==> config.mk <==
export PLATFORM = sky130hd
export DESIGN_NAME = utile_mover
export DESIGN_NICKNAME = d
export VERILOG_FILES = /design/src/rtl/utile_pkg.sv /design/src/rtl/utile_addr_gen.sv /design/src/rtl/utile_seq.sv /design/src/rtl/utile_mover.sv
export SDC_FILE = /design/constraint.sdc
export NUM_CORES = 1
export LEC_CHECK = 0
export CORE_MARGIN = 2
export CORE_UTILIZATION = 30
export DETAILED_ROUTE_END_ITERATION = 16
export HOLD_SLACK_MARGIN = 0.12
export PLACE_DENSITY = 0.64
export SLEW_MARGIN = 20
export SYNTH_ARGS = -nofsm -noshare
export SYNTH_HDL_FRONTEND = slang
export SYNTH_SLANG_ARGS = --single-unit
==> constraint.sdc <==
create_clock -name clk -period 14 [get_ports clk]
set_input_delay 2.8 -clock clk [delete_from_list [all_inputs] [get_ports clk]]
set_output_delay 2.8 -clock clk [all_outputs]
set_load 0.1 [all_outputs]
==> src/rtl/utile_pkg.sv <==
package utile_pkg;

    localparam int TILE_BYTES = 64;
    localparam int BEAT_BYTES = 8;

    typedef enum logic [1:0] {
        S_IDLE,
        S_RD,
        S_RSP,
        S_WR
    } mover_state_t;

    typedef struct packed {
        logic load;  // 1: tiled side is read, linear side written
        logic wide;  // 1: raster rows of two beats
    } mover_mode_t;

    function automatic logic pix_legal(input logic [3:0] pb);
        return (pb == 4'd1) || (pb == 4'd2) || (pb == 4'd4) || (pb == 4'd8);
    endfunction

    function automatic logic pix_wide(input logic [3:0] pb);
        return pb != 4'd1;
    endfunction

endpackage

==> src/rtl/utile_addr_gen.sv <==
module utile_addr_gen
    import utile_pkg::*;
#(
    parameter int AW = 32,
    parameter int BEAT_B = BEAT_BYTES,
    parameter int BW = 3
) (
    input  mover_mode_t   mode_i,
    input  logic [BW-1:0] beat_i,
    input  logic [AW-1:0] tile_base_i,
    input  logic [AW-1:0] lin_base_i,
    input  logic [AW-1:0] stride_i,
    output logic [AW-1:0] rd_addr_o,
    output logic [AW-1:0] wr_addr_o
);
    localparam int SH = $clog2(BEAT_B);

    logic [BW-1:0] row;
    logic          upper_half;
    logic [AW-1:0] tiled_addr;
    logic [AW-1:0] lin_addr;

    always_comb begin
        row        = mode_i.wide ? (beat_i >> 1) : beat_i;
        upper_half = mode_i.wide & beat_i[0];
        tiled_addr = tile_base_i + (AW'(beat_i) << SH);
        lin_addr   = lin_base_i + AW'(row) * stride_i
                   + (upper_half ? AW'(BEAT_B) : AW'(0));
        rd_addr_o  = mode_i.load ? tiled_addr : lin_addr;
        wr_addr_o  = mode_i.load ? lin_addr : tiled_addr;
    end
endmodule

==> src/rtl/utile_seq.sv <==
module utile_seq
    import utile_pkg::*;
#(
    parameter int BEATS = TILE_BYTES / BEAT_BYTES,
    parameter int BW = $clog2(BEATS)
) (
    input  logic          clk,
    input  logic          rst,
    input  logic          start_i,
    input  logic          legal_i,
    input  logic          rd_ready_i,
    input  logic          rsp_valid_i,
    input  logic          wr_ready_i,
    output logic          accept_o,
    output logic          rsp_take_o,
    output logic          rd_valid_o,
    output logic          wr_valid_o,
    output logic [BW-1:0] beat_o,
    output logic          busy_o,
    output logic          done_o,
    output logic          err_o
);
    localparam logic [BW-1:0] LAST = BW'(BEATS - 1);

    mover_state_t  st;
    logic [BW-1:0] beat;

    always_ff @(posedge clk) begin
        if (rst) begin
            st     <= S_IDLE;
            beat   <= '0;
            done_o <= 1'b0;
            err_o  <= 1'b0;
        end else begin
            done_o <= 1'b0;
            err_o  <= 1'b0;
            case (st)
                S_IDLE: if (start_i) begin
                    if (legal_i) begin
                        st   <= S_RD;
                        beat <= '0;
                    end else begin
                        err_o <= 1'b1;
                    end
                end
                S_RD:  if (rd_ready_i)  st <= S_RSP;
                S_RSP: if (rsp_valid_i) st <= S_WR;
                S_WR:  if (wr_ready_i) begin
                    if (beat == LAST) begin
                        st     <= S_IDLE;
                        done_o <= 1'b1;
                    end else begin
                        beat <= beat + 1'b1;
                        st   <= S_RD;
                    end
                end
                default: st <= S_IDLE;
            endcase
        end
    end

    assign accept_o   = (st == S_IDLE) && start_i && legal_i;
    assign rsp_take_o = (st == S_RSP) && rsp_valid_i;
    assign rd_valid_o = (st == S_RD);
    assign wr_valid_o = (st == S_WR);
    assign busy_o     = (st != S_IDLE);
    assign beat_o     = beat;
endmodule

==> src/rtl/utile_mover.sv <==
module utile_mover
    import utile_pkg::*;
#(
    parameter int AW = 32,
    parameter int DW = BEAT_BYTES * 8
) (
    input  logic          clk,
    input  logic          rst,
    input  logic          start_i,
    input  logic          to_linear_i,
    input  logic [3:0]    pix_bytes_i,
    input  logic [AW-1:0] tile_base_i,
    input  logic [AW-1:0] lin_base_i,
    input  logic [AW-1:0] lin_stride_i,
    output logic          rd_valid_o,
    output logic [AW-1:0] rd_addr_o,
    input  logic          rd_ready_i,
    input  logic          rsp_valid_i,
    input  logic [DW-1:0] rsp_data_i,
    output logic          wr_valid_o,
    output logic [AW-1:0] wr_addr_o,
    output logic [DW-1:0] wr_data_o,
    input  logic          wr_ready_i,
    output logic          busy_o,
    output logic          done_o,
    output logic          err_o
);
    localparam int BEATS = TILE_BYTES / (DW / 8);
    localparam int BW    = $clog2(BEATS);

    mover_mode_t   mode_q;
    logic [AW-1:0] tile_q, lin_q, stride_q;
    logic [DW-1:0] data_q;
    logic          accept, rsp_take;
    logic [BW-1:0] beat;

    always_ff @(posedge clk) begin
        if (rst) begin
            mode_q   <= '0;
            tile_q   <= '0;
            lin_q    <= '0;
            stride_q <= '0;
            data_q   <= '0;
        end else begin
            if (accept) begin
                mode_q.load <= to_linear_i;
                mode_q.wide <= pix_wide(pix_bytes_i);
                tile_q      <= tile_base_i;
                lin_q       <= lin_base_i;
                stride_q    <= lin_stride_i;
            end
            if (rsp_take)
                data_q <= rsp_data_i;
        end
    end

    utile_seq #(.BEATS(BEATS), .BW(BW)) u_seq (
        .clk        (clk),
        .rst        (rst),
        .start_i    (start_i),
        .legal_i    (pix_legal(pix_bytes_i)),
        .rd_ready_i (rd_ready_i),
        .rsp_valid_i(rsp_valid_i),
        .wr_ready_i (wr_ready_i),
        .accept_o   (accept),
        .rsp_take_o (rsp_take),
        .rd_valid_o (rd_valid_o),
        .wr_valid_o (wr_valid_o),
        .beat_o     (beat),
        .busy_o     (busy_o),
        .done_o     (done_o),
        .err_o      (err_o)
    );

    utile_addr_gen #(.AW(AW), .BEAT_B(DW / 8), .BW(BW)) u_addr (
        .mode_i     (mode_q),
        .beat_i     (beat),
        .tile_base_i(tile_q),
        .lin_base_i (lin_q),
        .stride_i   (stride_q),
        .rd_addr_o  (rd_addr_o),
        .wr_addr_o  (wr_addr_o)
    );

    assign wr_data_o = data_q;
endmodule

==> reports/results.ini <==
[outcome]
outcome=finished, final reports clean

[yosys]
synth_area_per_cell_um2=7.85
ys_async_sr_fraction_pct=0
synth.net_count=1750
syn-instance-count=1447
synth-seq-cells=169
ys_warn_count=0
ys_dominant_reg_cell=sky130_fd_sc_hd__dfxtp_1
synth-edff-count=0
ys_seq_area_share_pct=29.8
yosysUniqueCellTypes=68
synth_area_um2=11400

[detailed_routing]
drc=0
via_density=4.91
route.vias.total=10863
drt_pre_antenna_iters=5
post_drt_wl_per_cell_um=17.1
final_antenna_net_count=0
drt-total-wl_um=37900
detailedRoute.firstIterationViolations=529

[global_route]
gr-usage-all-layers_pct=19.2
gr-total-overflow=0
largest_net_degree_at_the_start_of_global_routing=104
via_count_of_the_first_global_routing_pass=10737
grt_first_pass_wirelength_um=58400
grt_antenna_before_repair=3

[pwr]
power_switching_share_pct=41.7
seq_power_share_pct=33.7
powerDensity_nw_per_um2=106
power_frac_clock_pct=30.0
vdd.ir_drop.worst_mv=0.0808
combPwrFrac_pct=36.2
p_sw_uw=679
power.internal_uw=950
power.leakage_uw=0.00596

[critical_path]
start_kind=flip-flop
worst-path-max-fanout=31
timing.critical_path.arrival_ps=7130
crit_required_ps=11200
end_kind=output pin
setup.worst_path.class=reg -> out

[sta]
setup_total_negative_slack_ps=0
endpoints_failing_setup=0
max_freq_mhz=101
slew_headroom_pct=26.7
worst-slew-pin-transition_ps=1100
hold_ws_ps=454
grt_setup_unrepaired=no
timing.final.crit_period_ps=9930
timing.final.crit_share_pct=70.9
timing.final.hold_violations=0
slew_violations=0
fin_worst_skew_ps=9.36

[cts]
cts_tree=done
clock_tree_buffer_depth=2
cts_hold_buf=0
clock-sinks=169
post-cts-setup-buffers=0
clk_transition_reported_paths_ps=70
worstSkewPairLatency_ps=450
cts-buffers-inserted=17
cts.htree.levels=4
post_cts_resized=0
root_buffer=sky130_fd_sc_hd__clkbuf_16

[floorplan]
row_count=71
dieHeight_um=199
fp.dieArea_um2=39400
i_o_pins=304
chipWidth_um=199
floorplan.core_area_um2=37500
initial_utilization_pct=30.3

[finish]
flow.area_growth_from_synthesis_pct=35.3
num-nets-final=1992
mostFrequentLayoutCell=sky130_fd_sc_hd__nand2_1
layout_common_cells=sky130_fd_sc_hd__nand2_1, sky130_fd_sc_hd__clkdlybuf4s50_1, sky130_fd_sc_hd__a21oi_1
post_layout_nonfiller_instances=2214
layout-drive-gt1-share_pct=3.94

[run]
max-cap-violations=0

[place]
numPlacedInstances=2181
buffer_ports.inserted=303
place.gp.congestion=0.870
hpwl_um=29200

[hold_path]
hold_path_class=reg -> reg

==> state kept, by name, indices dropped and copies added (netlist names) <==
name and count:
mode_q 2, u_seq.st 2, tile_q 32, u_seq.beat_o 3, stride_q 32, lin_q 32, u_seq.err_o 1, u_seq.done_o 1
wr_data_o 64
==> Yosys cell counts (3+ instances only) <==
master	number	area share, %
sky130_fd_sc_hd__o31ai_1	8	0.53
sky130_fd_sc_hd__o211ai_1	5	0.33
sky130_fd_sc_hd__a211oi_1	9	0.59
sky130_fd_sc_hd__fa_1	61	11
sky130_fd_sc_hd__o21ai_0	32	1.4
sky130_fd_sc_hd__a221oi_1	5	0.39
sky130_fd_sc_hd__nand2_2	3	0.17
sky130_fd_sc_hd__o21a_1	8	0.53
sky130_fd_sc_hd__a21oi_1	203	8.9
sky130_fd_sc_hd__nand4_1	7	0.39
sky130_fd_sc_hd__buf_1	11	0.36
sky130_fd_sc_hd__nor3b_1	4	0.26
sky130_fd_sc_hd__a31o_1	3	0.23
sky130_fd_sc_hd__or3_1	4	0.22
sky130_fd_sc_hd__a21o_1	7	0.46
sky130_fd_sc_hd__clkbuf_1	70	2.3
sky130_fd_sc_hd__a2111oi_0	3	0.23
sky130_fd_sc_hd__buf_2	3	0.13
sky130_fd_sc_hd__a211o_1	3	0.23
sky130_fd_sc_hd__nand2_1	395	13
sky130_fd_sc_hd__dfxtp_1	169	30
sky130_fd_sc_hd__o21bai_1	4	0.26
sky130_fd_sc_hd__ha_1	71	7.8
sky130_fd_sc_hd__a311oi_1	3	0.23
sky130_fd_sc_hd__nor2b_1	7	0.39
sky130_fd_sc_hd__nand3_1	26	1.1
sky130_fd_sc_hd__and2_1	89	4.9
sky130_fd_sc_hd__xnor2_1	35	2.7
sky130_fd_sc_hd__inv_1	31	1.0
sky130_fd_sc_hd__xor2_1	14	1.1
sky130_fd_sc_hd__o2111ai_1	3	0.23
sky130_fd_sc_hd__nor3_1	16	0.70
sky130_fd_sc_hd__a41o_1	3	0.26
sky130_fd_sc_hd__nand2b_1	4	0.22
sky130_fd_sc_hd__mux2_2	9	0.89
sky130_fd_sc_hd__a31oi_1	7	0.39
sky130_fd_sc_hd__nor4_1	6	0.33
sky130_fd_sc_hd__and4_1	6	0.46
sky130_fd_sc_hd__mux2i_1	12	1.1
sky130_fd_sc_hd__nor2_1	43	1.4
sky130_fd_sc_hd__and3_1	10	0.55
==> final cells by class <==
cell class | count | area, um2
diodes | 1 | 2.50
clock inverters | 12 | 126
fillers | 3894 | 22100
clock buffers | 20 | 467
well taps | 511 | 639
repair buffers | 310 | 3090
inverters | 32 | 120
flip-flops and latches | 169 | 3380
multi-input cells | 1159 | 7540
==> metal layers <==
layer  up-vias  global-route usage [%]  share of wire (%)
li1       5360                       -                  -
met3        48                    5.36                6.9
met4         0                    6.63                2.4
met5         -                       0                  0
met1      5129                    22.3                 41
met2       326                    33.9                 50
==> through the flow <==
step                cell area [um2]  total power, uW  util, %  setup WS, ps
detailed placement            14800             1150     39.4          4580
floorplan                     11400              973        -          4710
global route                  15400             1710     41.0          3810
global placement              14800             1150     39.4          4760
CTS                           15400             1650     41.0          4080
finish                        15400             1630     41.0          4070
==> critical path: stages (launching register included) <==
cell	delay (ps)
sky130_fd_sc_hd__dfxtp_1	400
sky130_fd_sc_hd__inv_1	100
sky130_fd_sc_hd__o21ai_2	830
sky130_fd_sc_hd__and2_1	270
sky130_fd_sc_hd__fa_1	450
sky130_fd_sc_hd__fa_1	510
sky130_fd_sc_hd__fa_1	580
sky130_fd_sc_hd__inv_1	70
sky130_fd_sc_hd__fa_1	450
sky130_fd_sc_hd__nand2b_1	190
sky130_fd_sc_hd__a21oi_2	210
sky130_fd_sc_hd__o211ai_2	150
sky130_fd_sc_hd__a311o_1	410
sky130_fd_sc_hd__o21a_1	240
sky130_fd_sc_hd__or4_1	490
sky130_fd_sc_hd__nand4_1	160
sky130_fd_sc_hd__clkdlybuf4s50_1	1160
==> path summary, 6_finish.rpt <==
kind / end / cells past startpoint / slack, ps / start
hold reg to reg: wr_data_o[31] / 2 / 450 / wr_data_o[31]
setup / recovery: rd_addr_o[28] / 16 / 4070 / u_seq.beat_o[1]
hold / removal: wr_data_o[31] / 2 / 450 / wr_data_o[31]
setup reg to reg: lin_q[20] / 7 / 11460 / u_seq.st[0]
==> logic make-up after synthesis <==
group,synth area share [%]
DFF,29.8
adders and majority gates,18.6
and+or+nand+nor,25.1
AOI/OAI and AO/OA,16.7
buffers and inverters,4.10
xor gates and xnor gates,3.78
muxes,1.95
==> power by group through the flow <==
stage,clock network [uW],logic [uW],registers (uW)
after CTS,505,595,550
after global placement,0,590,560
after floorplan,0,327,646
final,489,590,550
after global routing,525,626,555
after detailed placement,0,594,561
Note: power is estimated with default switching activity, not from simulation.
